$ cat src/rtl/adc_seq_pkg.sv
package adc_seq_pkg;

  localparam logic [2:0] MD_SNG8  = 3'd0;
  localparam logic [2:0] MD_SNG12 = 3'd1;
  localparam logic [2:0] MD_SER   = 3'd2;
  localparam logic [2:0] MD_SERSC = 3'd3;
  localparam logic [2:0] MD_BST   = 3'd4;
  localparam logic [2:0] MD_BSTSC = 3'd5;

  localparam logic [2:0] ST_STOP = 3'd0;
  localparam logic [2:0] ST_IMM  = 3'd1;
  localparam logic [2:0] ST_POS  = 3'd2;
  localparam logic [2:0] ST_NEG  = 3'd3;
  localparam logic [2:0] ST_EVT  = 3'd4;

  localparam logic [1:0] ADDR_CMD = 2'd0;
  localparam logic [1:0] ADDR_POS = 2'd1;
  localparam logic [1:0] ADDR_NEG = 2'd2;
  localparam logic [1:0] ADDR_CNT = 2'd3;

  // control -> datapath strobes
  typedef struct packed {
    logic       take;    // a converter result is accepted this cycle
    logic       last;    // the accepted result closes the run
    logic       clr;     // discard the partial sum
    logic       diff;    // signed interpretation
    logic       narrow;  // keep only the top 8 bits
    logic       scale;   // shift the closed sum right
    logic [2:0] shift;   // shift amount (exponent)
  } strobe_t;

  function automatic logic isAcc(input logic [2:0] m);
    return (m >= MD_SER) && (m <= MD_BSTSC);
  endfunction

  function automatic logic isSingle(input logic [2:0] m);
    return m <= MD_SNG12;
  endfunction

  function automatic logic isBurst(input logic [2:0] m);
    return (m == MD_BST) || (m == MD_BSTSC);
  endfunction

  function automatic logic isScale(input logic [2:0] m);
    return (m == MD_SERSC) || (m == MD_BSTSC);
  endfunction

  function automatic logic isLegal(input logic [2:0] m);
    return m <= MD_BSTSC;
  endfunction

endpackage

$ cat src/rtl/adc_seq_ctrl.sv
module adc_seq_ctrl
  import adc_seq_pkg::*;
#(
  parameter int SEL_W    = 8,
  parameter int MAX_LOG2 = 6
) (
  input  logic             clk,
  input  logic             rstN,
  input  logic             enable,
  input  logic             freeRun,
  input  logic             regWrEn,
  input  logic [1:0]       regAddr,
  input  logic [7:0]       regWrData,
  input  logic             evtTrig,
  input  logic             convDone,
  output logic             convReq,
  output logic             busy,
  output logic [7:0]       cmdState,
  output logic             convDiff,
  output logic [SEL_W-1:0] convPos,
  output logic [SEL_W-1:0] convNeg,
  output strobe_t          stb
);

  localparam int CNT_W = MAX_LOG2 + 1;

  logic [7:0]       cmdQ;
  logic [SEL_W-1:0] posQ, negQ;
  logic [2:0]       log2Q;
  logic             busyQ, reqQ;
  logic [CNT_W-1:0] sampCnt;

  logic             busyN, reqN;
  logic [CNT_W-1:0] cntN;

  logic cmdWr, posWr, negWr, cntWr;
  logic [2:0] modeQ, startQ, wrMode, wrStart;
  logic clrAcc, trigger, take, lastHit, runDone, immRestart;
  logic [CNT_W-1:0] nSamp;

  assign cmdWr   = regWrEn && (regAddr == ADDR_CMD);
  assign posWr   = regWrEn && (regAddr == ADDR_POS);
  assign negWr   = regWrEn && (regAddr == ADDR_NEG);
  assign cntWr   = regWrEn && (regAddr == ADDR_CNT);

  assign modeQ   = cmdQ[6:4];
  assign startQ  = cmdQ[2:0];
  assign wrMode  = regWrData[6:4];
  assign wrStart = regWrData[2:0];

  // abort on stop, drop the partial sum on accumulating -> single
  assign clrAcc = cmdWr && ((wrStart == ST_STOP) || (isAcc(modeQ) && isSingle(wrMode)));

  assign trigger = enable && !busyQ && (
      (cmdWr && (wrStart == ST_IMM) && isLegal(wrMode)) ||
      (!cmdWr && isLegal(modeQ) && (
          (posWr   && (startQ == ST_POS)) ||
          (negWr   && (startQ == ST_NEG)) ||
          (evtTrig && (startQ == ST_EVT)))));

  assign nSamp      = CNT_W'(1) << log2Q;
  assign take       = convDone && busyQ && !clrAcc;
  assign lastHit    = isSingle(modeQ) || ((sampCnt + CNT_W'(1)) == nSamp);
  assign runDone    = take && (lastHit || !isBurst(modeQ));
  assign immRestart = (startQ == ST_IMM) && freeRun && enable;

  always_comb begin
    busyN = busyQ;
    reqN  = 1'b0;
    cntN  = sampCnt;
    if (clrAcc) begin
      busyN = 1'b0;
      cntN  = '0;
    end else if (take) begin
      cntN = lastHit ? '0 : sampCnt + CNT_W'(1);
      if (!runDone)       reqN  = 1'b1;
      else if (immRestart) reqN = 1'b1;
      else                busyN = 1'b0;
    end
    if (trigger) begin
      busyN = 1'b1;
      reqN  = 1'b1;
    end
  end

  always_ff @(posedge clk) begin
    if (!rstN) begin
      cmdQ    <= '0;
      posQ    <= '0;
      negQ    <= '0;
      log2Q   <= '0;
      busyQ   <= 1'b0;
      reqQ    <= 1'b0;
      sampCnt <= '0;
    end else begin
      busyQ   <= busyN;
      reqQ    <= reqN;
      sampCnt <= cntN;
      if (cmdWr)
        cmdQ <= {regWrData[7:4], 1'b0,
                 ((wrStart == ST_IMM) && !enable) ? ST_STOP : wrStart};
      else if (runDone && (startQ == ST_IMM) && !immRestart)
        cmdQ[2:0] <= ST_STOP;
      if (posWr) posQ <= regWrData[SEL_W-1:0];
      if (negWr) negQ <= regWrData[SEL_W-1:0];
      if (cntWr && (regWrData <= 8'(MAX_LOG2))) log2Q <= regWrData[2:0];
    end
  end

  always_comb begin
    stb.take   = take;
    stb.last   = take && lastHit;
    stb.clr    = clrAcc;
    stb.diff   = cmdQ[7];
    stb.narrow = (modeQ == MD_SNG8);
    stb.scale  = isScale(modeQ);
    stb.shift  = log2Q;
  end

  assign convReq  = reqQ;
  assign busy     = busyQ;
  assign cmdState = cmdQ;
  assign convDiff = cmdQ[7];
  assign convPos  = posQ;
  assign convNeg  = negQ;


  req_in_busy_chk: assert property (@(posedge clk) disable iff (!rstN)
    reqQ |-> busyQ);


  stop_abort_chk: assert property (@(posedge clk) disable iff (!rstN)
    (cmdWr && (wrStart == ST_STOP)) |=> (!busyQ && !reqQ));


  imm_disabled_chk: assert property (@(posedge clk) disable iff (!rstN)
    (cmdWr && (wrStart == ST_IMM) && !enable) |=> (cmdQ[2:0] == ST_STOP));


  reserved_mode_chk: assert property (@(posedge clk) disable iff (!rstN)
    (cmdWr && !isLegal(wrMode) && !busyQ) |=> !reqQ);


  busy_hold_chk: assert property (@(posedge clk) disable iff (!rstN)
    (busyQ && !convDone && !cmdWr) |=> $stable(sampCnt));

endmodule

$ cat src/rtl/adc_seq_dpath.sv
module adc_seq_dpath
  import adc_seq_pkg::*;
#(
  parameter int RES_W = 12,
  parameter int ACC_W = 19
) (
  input  logic             clk,
  input  logic             rstN,
  input  strobe_t          stb,
  input  logic [RES_W-1:0] convResult,
  output logic             resValid,
  output logic [ACC_W-1:0] resData
);

  localparam int NAR_W = 8;

  logic [ACC_W-1:0] acc, ext, sum, shaped;
  logic [NAR_W-1:0] raw8;
  logic             scaledQ, diffQ, narrowQ;

  assign raw8 = convResult[RES_W-1 -: NAR_W];

  always_comb begin
    if (stb.narrow)
      ext = stb.diff ? {{(ACC_W-NAR_W){raw8[NAR_W-1]}}, raw8}
                     : {{(ACC_W-NAR_W){1'b0}}, raw8};
    else
      ext = stb.diff ? {{(ACC_W-RES_W){convResult[RES_W-1]}}, convResult}
                     : {{(ACC_W-RES_W){1'b0}}, convResult};
    sum = acc + ext;
    if (!stb.scale)    shaped = sum;
    else if (stb.diff) shaped = ACC_W'($signed(sum) >>> stb.shift);
    else               shaped = sum >> stb.shift;
  end

  always_ff @(posedge clk) begin
    if (!rstN) begin
      acc      <= '0;
      resData  <= '0;
      resValid <= 1'b0;
      scaledQ  <= 1'b0;
      diffQ    <= 1'b0;
      narrowQ  <= 1'b0;
    end else begin
      resValid <= 1'b0;
      if (stb.clr) begin
        acc <= '0;
      end else if (stb.take) begin
        acc <= stb.last ? '0 : sum;
        if (stb.last) begin
          resData  <= shaped;
          resValid <= 1'b1;
          scaledQ  <= stb.scale;
          diffQ    <= stb.diff;
          narrowQ  <= stb.narrow;
        end
      end
    end
  end


  scaled_range_chk: assert property (@(posedge clk) disable iff (!rstN)
    (resValid && scaledQ && !diffQ) |-> (resData < (ACC_W'(1) << RES_W)));


  narrow_range_chk: assert property (@(posedge clk) disable iff (!rstN)
    (resValid && narrowQ && !diffQ) |-> (resData < ACC_W'(256)));

endmodule

$ cat src/rtl/adc_conv_seq.sv
module adc_conv_seq
  import adc_seq_pkg::*;
#(
  parameter int RES_W    = 12,
  parameter int SEL_W    = 8,
  parameter int MAX_LOG2 = 6
) (
  input  logic                    clk,
  input  logic                    rstN,
  input  logic                    enable,
  input  logic                    freeRun,
  input  logic                    regWrEn,
  input  logic [1:0]              regAddr,
  input  logic [7:0]              regWrData,
  input  logic                    evtTrig,
  output logic                    convReq,
  output logic                    convDiff,
  output logic [SEL_W-1:0]        convPos,
  output logic [SEL_W-1:0]        convNeg,
  input  logic                    convDone,
  input  logic [RES_W-1:0]        convResult,
  output logic                    busy,
  output logic                    resValid,
  output logic [RES_W+MAX_LOG2:0] resData,
  output logic [7:0]              cmdState
);

  localparam int ACC_W = RES_W + MAX_LOG2 + 1;

  strobe_t stb;

  adc_seq_ctrl #(.SEL_W(SEL_W), .MAX_LOG2(MAX_LOG2)) ctrl (
    .clk(clk), .rstN(rstN), .enable(enable), .freeRun(freeRun),
    .regWrEn(regWrEn), .regAddr(regAddr), .regWrData(regWrData),
    .evtTrig(evtTrig), .convDone(convDone), .convReq(convReq),
    .busy(busy), .cmdState(cmdState), .convDiff(convDiff),
    .convPos(convPos), .convNeg(convNeg), .stb(stb)
  );

  adc_seq_dpath #(.RES_W(RES_W), .ACC_W(ACC_W)) dpath (
    .clk(clk), .rstN(rstN), .stb(stb), .convResult(convResult),
    .resValid(resValid), .resData(resData)
  );

endmodule

$ cat config.mk
export PLATFORM = sky130hd
export DESIGN_NAME = adc_conv_seq
export DESIGN_NICKNAME = d
export VERILOG_FILES = /design/src/rtl/adc_seq_pkg.sv /design/src/rtl/adc_seq_ctrl.sv /design/src/rtl/adc_seq_dpath.sv /design/src/rtl/adc_conv_seq.sv
export SDC_FILE = /design/constraint.sdc
export NUM_CORES = 1
export LEC_CHECK = 0
export BUFFER_PORTS_ARGS = -buffer_cell sky130_fd_sc_hd__buf_2
export CAP_MARGIN = 5
export CORE_UTILIZATION = 40
export DETAILED_ROUTE_END_ITERATION = 6
export PLACE_DENSITY = 0.7
export SYNTH_ARGS = -nofsm -noshare
export SYNTH_HDL_FRONTEND = slang
export SYNTH_SLANG_ARGS = --single-unit
$ cat constraint.sdc
create_clock -name clk -period 4.15 [get_ports clk]
set_input_delay 0.83 -clock clk [delete_from_list [all_inputs] [get_ports clk]]
set_output_delay 0.83 -clock clk [all_outputs]
set_load 0.005 [all_outputs]
### After elaboration in Yosys (flattened, before gate mapping)

Index checks and enable logic that the tools add are counted.

* bits in registers: 74
* input port bits: 29
* output and inout bits: 47
* logic and storage cells: 109

* $add $sub $neg: 2
* order comparisons: 6
* equal/unequal tests: 13
* shift-type cells: 3
* multiplexer cells: 21
* bitwise operators: 3
* reduce and logical (&&, ||, !) cells: 50

Operators by type and width (number)
* 2-to-1 mux 19 bit: 6
* logical AND 1 bit: 26
* adder 19 bit: 1
* >> shifter 19 x 3 -> 19 bit: 1
* >>> shifter 19 x 3 -> 19 bit: 1
* 2-to-1 mux 1 bit: 11
* equality test 3 x 2 -> 1 bit (second input constant): 3
* equality test 3 bit (second input constant): 3
* 2-to-1 mux 3 bit: 3
* <= comparator 8 x 3 -> 1 bit (second input constant): 1
* logical OR 1 bit: 8
* adder 7 x 1 -> 7 bit (second input constant): 1
* equality test 7 bit: 1
* 2-to-1 mux 7 bit: 1
* << shifter 1 x 3 -> 7 bit (first input constant): 1
* equality test 3 x 1 -> 1 bit (second input constant): 2
* <= comparator 3 x 1 -> 1 bit (second input constant): 2
* <= comparator 3 bit (second input constant): 2
* zero test 1 bit: 6
* zero test 3 bit: 2
* AND reduction 3 bit: 2
* nonzero test 3 bit: 2
* equality test 2 bit (second input constant): 2
* >= comparator 3 x 2 -> 1 bit (second input constant): 1
* 7 further kinds: 9

### Longest topological paths before layout

Gate-level depths: netlist of run 1.

* word-level depth: 12
* gate-level depth with buffers: 16

### Modules after synthesis

Synthesis of run 1 repeated with hierarchy kept, for this count alone.

* cells, all modules: 652
* area total of the unflattened synthesis: 5308.8 um2

By module, submodules not included
* adc_seq_dpath: instances 1, cells each 436, area an instance 3438.3 um2
* adc_seq_ctrl: instances 1, cells each 216, area an instance 1870.5 um2

### Worst setup path after synthesis of run 1

Ideal clock, no wire load.

* path type: flip-flop to flip-flop
* start point: reg ctrl.cmdQ[5] (netlist: ctrl.cmdState[5])
* end point: reg dpath.resData[14]
* library setup time: 0.074 ns
* arrival time: 3.830 ns
* slack: 0.246 ns
* cell stages (with the launch flop): 15
* buffers on the path: 3
* cell sequence: dfxtp_1 -> or3_1 -> clkbuf_1 -> buf_1 -> mux2_2 -> ha_1 -> buf_2 -> or3_1 -> and2_4 -> and4_4 -> nor4_2 -> nor3_1 -> mux4_2 -> or4_1 -> a31oi_1

* cells in the longest elaborated chain, start to end: 9

RTL lines
* from (decl): RTL line adc_seq_ctrl.sv:27 `logic [7:0] cmdQ;`
* from (signal assigned): RTL line adc_seq_ctrl.sv:100 `cmdQ <= {regWrData[7:4], 1'b0,`
* branches (longest 9 deep; another with adder 19 bit)
* to (signal assigned): RTL line adc_seq_dpath.sv:51 `resData <= shaped;`
* to (decl): RTL line adc_seq_dpath.sv:12 `output logic [ACC_W-1:0] resData`

Several ways; the timed one is not identified.
A chain may end at the register's enable or synchronous reset.

### Final worst setup path of run 1

* start point: reg ctrl.cmdQ[4] (netlist: ctrl.cmdState[4])
* end point: reg dpath.resData[8]

Same word-level chain as after synthesis.

==> impl_metrics.tcl, run 1 <==
set metrics [dict create \
    status "finished clean" \
    tightest_slew_ps 1050 \
    crit_required_ps 4360 \
    viasPerCell 5.98 \
    fin_crit_sh_pct 95.3 \
    drive_gt1_share_pct 21.6 \
    synth_cell_types 79 \
    wl_per_cell_microns 17.5 \
    antenna_cells 0 \
    ys_ff_latch 74 \
    vdd_ir_drop_max_mv 0.198 \
    post_cts_buffers 0 \
    combinationalPowerShare_pct 12.7 \
    setup_viol 0 \
    die_w_microns 119 \
    slew_headroom_pct 29.9 \
    hold_viol 0 \
    layout_min_cycle_time_ps 3950 \
    netlist_top_cells_count "dfxtp_1, nand2_1, nor2_1" \
    maxCapViolCount 0 \
    drc 0 \
    tns_ps 0 \
    cts_buffer_depth 2 \
    syn_inst 697 \
    grt_setup_unrepaired "no" \
    start_util_pct 41.0 \
    synth_top_area_cell "dfxtp_1" \
    yosys_most_used_dff "dfxtp_1" \
    dr_total_vias 5635 \
    ant_nets 0 \
    ctsHoldBuffers 0 \
    grt_pass1_wl_mm 26.4 \
    synth.area.top_cells "dfxtp_1, a21oi_1, nand2_1" \
    place_area_sq_um 6070 \
    gp_congestion 0.903 \
    track_usage_pct 23.5 \
    drt_pass1_iterations 5 \
    dieArea_sq_um 14100 \
    p_int_mw 1.28 \
    cts_resized 0 \
    cts_tree "done" \
    synthToLayoutAreaGrowth_pct 17.8 \
    clkPwrFrac_pct 46.0 \
    grt_pass1_vias 5045 \
    p_sw_uw 482 \
    crit_type "reg -> reg" \
    drt-initial-drc-count 435 \
    critPathMaxFanout 10 \
    fp-row-count 42 \
    yosysWarnings 0 \
    hold_path.class "reg -> reg" \
    die_h_microns 119 \
    dp_hpwl_mm 12.1 \
    grt_max_degree 37 \
    fillerInstances 1321 \
    grt_antenna_before_repair 0 \
    fmax_mhz 253 \
    worst_ep_arrival_time_ps 4160 \
    gr-total-overflow 0 \
    cts_num_sinks 74 \
    cts_max_level 3 \
    critPathCaptureType "flop" \
    fin_area_sq_um 6430 \
    synth_edf_count 0 \
    core_sq_um 13300 \
    yosysSeqAreaShare_pct 27.2 \
    nets 811 \
    ctsRootBufferMaster "clkbuf_16" \
    power.density_nw_per_um2 274 \
    seq_power_share_pct 41.3 \
    finalClockSkew_ps 9.31 \
    synth.most_common_cell "dfxtp_1" \
    crit_path_start_kind "flop" \
    synth_top_area_share_pct 27.2 \
    pin_count 76 \
    portBuffers 74 \
    netlist_area_sq_um 5460 \
    syn_avg_cell_area_sq_um 7.83 \
    clk_pin_slew_worst_paths_ps 60 \
    synth-async-reset-ratio_pct 0 \
    insertion_delay_ps 350 \
    wirelength_mm 16.5 \
    synthesis.nets 746 \
    leakagePower_nw 2.71 \
    switching_share_pct 27.3 \
    ff2ff_setup_slack_ps 200 \
    drv_slew 0 \
    power_mw 1.76 \
    cts_buffers 9 \
]
[cells in the final DEF, fill, tap and decap left out, types with 3 or more instances in the layout]
| cell | count |
|---|---|
| a31oi_1 | 8 |
| a211oi_1 | 14 |
| o21ai_1 | 6 |
| a221oi_1 | 6 |
| nor4_1 | 6 |
| clkbuf_16 | 9 |
| and2_1 | 4 |
| nand3b_1 | 5 |
| and3_1 | 8 |
| mux4_2 | 9 |
| or3_1 | 6 |
| nor2_1 | 69 |
| buf_2 | 74 |
| o211ai_1 | 6 |
| nor3b_1 | 5 |
| buf_4 | 32 |
| nor2b_1 | 4 |
| nand2_1 | 71 |
| a211o_1 | 5 |
| dfxtp_1 | 74 |
| inv_1 | 15 |
| a22oi_1 | 13 |
| nand2b_1 | 7 |
| nor3_1 | 22 |
| nand4_1 | 3 |
| ha_1 | 19 |
| nand3_1 | 34 |
| mux2i_1 | 22 |
| o31ai_1 | 10 |
| a21o_1 | 12 |
| xnor2_1 | 13 |
| o21ai_0 | 17 |
| a21oi_1 | 64 |
| mux2_2 | 9 |
| o21a_1 | 5 |
| a2111oi_0 | 5 |
| a311oi_1 | 5 |
| xor2_1 | 9 |
| o211a_1 | 3 |
[sequential cells by signal, summed over array words and instances (netlist names)]
name / cells
ctrl.sampCnt: 7
ctrl.log2Q: 3
ctrl.cmdState: 7
dpath.resValid: 1
ctrl.busy: 1
ctrl.convReq: 1
dpath.acc: 19
ctrl.convNeg: 8
ctrl.convPos: 8
dpath.resData: 19
[area by class of cell]
class | count | area (sq um) | area share, %
well taps | 176 | 220 | 3.43
clock buffers | 9 | 225 | 3.50
flip-flops and latches | 74 | 1480 | 23.0
multi-input cells | 554 | 3750 | 58.3
inverters | 17 | 63.8 | 0.993
clock inverters | 7 | 76.3 | 1.19
repair buffers | 106 | 611 | 9.50
[power groups by stage]
stage,registers (mW),logic [mW],clock network [mW]
3_3_place_gp,0.743,0.216,0
4_1_cts,0.727,0.219,0.816
6_report,0.728,0.223,0.811
3_5_place_dp,0.743,0.217,0
2_1_floorplan,0.744,0.138,0
5_1_grt,0.728,0.242,0.845
[layer usage]
layer	global-route usage, %	wire length [microns]
met1	32.2	7610
met2	37.5	7450
met3	2.65	1030
met4	9.65	456
met5	0	0
[worst max-delay path, stage by stage (launching register included)]
cell	delay, ps
dfxtp_1	310
or3_4	430
buf_4	200
mux2_2	300
ha_1	260
a211oi_2	370
o21ai_4	90
o2111ai_1	280
a21oi_1	140
nor3_1	700
nand3_1	220
a311oi_1	380
o31ai_1	120
[worst paths after layout]
check,endpoint,startpoint,cells after the start
min reg2reg,ctrl.convNeg[0],ctrl.convNeg[0],2
max,dpath.resData[8],ctrl.cmdState[4],12
max reg2reg,dpath.resData[8],ctrl.cmdState[4],12
min,ctrl.convNeg[0],ctrl.convNeg[0],2
[through the flow]
step                      std cells  setup slack [ps]  hold WS, ps  utilization [%]
after CTS                       943              73.2          454             48.0
after floorplan                 697               246          436                -
after global placement          927              67.0          437             45.7
final                           943               197          450             48.3
after global routing            943              92.4          469             48.3
after detailed placement        927              11.1          446             45.7
[cells by family after synthesis]
| group | share of synthesized area (%) |
|---|---|
| AO/OA/AOI/OAI | 26.3 |
| adder cells (fa/ha/maj) | 4.72 |
| XOR/XNOR | 3.53 |
| AND/OR/NAND/NOR | 23.5 |
| buffers and inverters | 5.11 |
| other | 0.0687 |
| flip-flops | 27.2 |
| multiplexers | 9.61 |
Power figures use the tool's default switching activity.
==> run 2: changes to the inputs <==
--- a/config.mk
+++ b/config.mk
@@ -7,9 +7,10 @@
 export LEC_CHECK = 0
 export BUFFER_PORTS_ARGS = -buffer_cell sky130_fd_sc_hd__buf_2
 export CAP_MARGIN = 5
-export CORE_UTILIZATION = 40
+export CORE_UTILIZATION = 53
+export CTS_CLUSTER_DIAMETER = 80
 export DETAILED_ROUTE_END_ITERATION = 6
-export PLACE_DENSITY = 0.7
+export PLACE_DENSITY = 0.86
 export SYNTH_ARGS = -nofsm -noshare
 export SYNTH_HDL_FRONTEND = slang
 export SYNTH_SLANG_ARGS = --single-unit
==> run 2 against run 1 <==
Against the previous run:
- sequential power about the same
- die area decreased by 24%
- final area down 2.6%
- register-to-register slack got worse by 110 ps
- power down 5.5%
- via count is 4.5% higher
- non-clock buffer count down 9
- clock power shrank 12%
- largest power group is now sequential cells
- critical path type unchanged
- maximum frequency is 2.8% lower
- worst setup slack lost 110 ps
==> impl_metrics.tcl, run 2 (synthesized netlist as in run 1, its figures left out) <==
set metrics [dict create \
    synthToLayoutAreaGrowth_pct 14.8 \
    path_cells "or3_1 > buf_4 > mux2_2 > ha_1 > o211ai_2 > o21ai_4 > o2111a_2 > nor4_2 > or3_1 > mux4_2 > or4_1 > a31oi_1" \
    drt_pass1_iterations 5 \
    pin_count 76 \
    clkPwrFrac_pct 43.0 \
    dieArea_sq_um 10700 \
    drc 0 \
    viasPerCell 6.61 \
    cts_max_level 3 \
    vdd_ir_drop_max_mv 0.140 \
    nets 802 \
    layout_min_cycle_time_ps 4070 \
    crit_top_cell "or3_1" \
    p_int_mw 1.21 \
    ctsHoldBuffers 0 \
    min_to "dpath.resData[17]" \
    crit_required_ps 4450 \
    power.density_nw_per_um2 266 \
    insertion_delay_ps 370 \
    grt_antenna_before_repair 0 \
    wirelength_mm 16.2 \
    status "finished clean" \
    cts_buffer_depth 2 \
    grt_max_degree 38 \
    critPathCaptureType "flop" \
    hold_viol 0 \
    fin_crit_sh_pct 98.0 \
    die_h_microns 103 \
    critPathMaxFanout 11 \
    cts_buffers 9 \
    switching_share_pct 27.2 \
    gr-total-overflow 0 \
    grt_pass1_wl_mm 25.6 \
    layout_common_cells "dfxtp_1, buf_2, nand2_1" \
    reg_top3 "dpath.acc x19, dpath.resData x19" \
    worstHoldStart "dpath.resData[17]" \
    grt_pass1_vias 5318 \
    drv_slew 0 \
    fmax_mhz 246 \
    combinationalPowerShare_pct 13.4 \
    crit_type "reg -> reg" \
    dr_total_vias 5888 \
    final_core_util_pct 63.5 \
    wl_per_cell_microns 18.1 \
    holdPathStages 2 \
    die_w_microns 103 \
    r2r-start "ctrl.cmdState[4]" \
    worst_ep_arrival_time_ps 4370 \
    start_util_pct 55.3 \
    cts_num_sinks 74 \
    portBuffers 74 \
    post_cts_buffers 0 \
    fp-row-count 36 \
    maxCapViolCount 0 \
    setup_viol 0 \
    rr_endpoint "dpath.resData[14]" \
    antenna_cells 0 \
    p_sw_uw 453 \
    core_sq_um 9860 \
    clk_pin_slew_worst_paths_ps 90 \
    ff2ff_setup_slack_ps 80 \
    ant_nets 0 \
    drive_gt1_share_pct 21.1 \
    ctsRootBufferMaster "clkbuf_8" \
    dp_hpwl_mm 11.6 \
    crit_path_start_kind "flop" \
    slowest_delay_ps 490 \
    gp_congestion 1.01 \
    slowest_stage "or3_1" \
    slew_headroom_pct 33.7 \
    seq_power_share_pct 43.7 \
    track_usage_pct 30.6 \
    hold_path.class "reg -> reg" \
    cts_tree "done" \
    reg2regPathDepth 12 \
    power_mw 1.66 \
    leakagePower_nw 2.65 \
    finalClockSkew_ps 14.7 \
    tightest_slew_ps 992 \
    drt-initial-drc-count 602 \
]
==> run 2: cell count changes in the layout (fill, tap and decap cells not counted), moves of 2 or more <==
cell and delta:
buf_4 -9, clkbuf_16 -9, clkbuf_8 +9, a21oi_1 -2, a21oi_2 +2, bufinv_16 +2
==> run 2: critical path, delay by kind of cell (launching register included) <==
kind / cells / cell delay [ps]
AOI/OAI and AO/OA: 4 / 850
adders and majority gates: 1 / 420
buffers and inverters: 1 / 230
DFF: 1 / 320
muxes: 2 / 760
and+or+nand+nor: 4 / 1400
==> run 2: power by group through the flow <==
stage,combinational (mW),clock [mW],sequential (mW)
2_1_floorplan,0.138,0,0.744
3_3_place_gp,0.205,0,0.742
3_5_place_dp,0.212,0,0.743
4_1_cts,0.214,0.715,0.727
5_1_grt,0.240,0.748,0.728
6_report,0.223,0.715,0.727
==> run 2: worst max-delay path by stage <==
stage	slack, ps	endpoint	from	cells after the start
after CTS	50	dpath.resData[12]	ctrl.cmdState[4]	13
after floorplan	250	dpath.resData[14]	ctrl.cmdState[5]	14
final	80	dpath.resData[14]	ctrl.cmdState[4]	12
after global routing	-50	dpath.resData[10]	ctrl.cmdState[4]	12
after global placement	90	dpath.resData[14]	convResult[4]	12
after detailed placement	-30	dpath.resData[14]	convResult[4]	12
==> run 2: layout make-up <==
class	count	area, sq um
Fill cell	781	3600
Sequential cell	74	1480
Multi-Input combinational cell	554	3760
Clock buffer	9	124
Timing Repair Buffer	97	543
Clock inverter	7	124
Tap cell	133	166
Inverter	17	63.8
==> run 2: stage by stage <==
stage          TNS [ps]  hold WS [ps]  setup slack, ps  instance area [sq um]  instances
5_1_grt           -47.6           475            -47.6                   6260        891
3_3_place_gp          0           438             86.1                   5950        875
6_report              0           451             82.1                   6260        891
2_1_floorplan         0           436              246                   5460        697
3_5_place_dp      -90.2           445            -32.7                   5950        875
4_1_cts               0           455             49.8                   6200        891
==> run 2: layer usage <==
| layer | GRT usage, % | share of wire (%) | vias to the layer above |
|---|---|---|---|
| li1 | - | - | 2697 |
| met1 | 40.8 | 41 | 2721 |
| met2 | 47.1 | 44 | 389 |
| met3 | 6.65 | 11 | 81 |
| met4 | 14.7 | 4.1 | 0 |
| met5 | 0 | 0 | - |
==> run 2: repair_timing <==
action,in CTS,in global routing
hold endpoints to repair,0,0
setup endpoints to repair,0,14
gates resized for setup,0,12
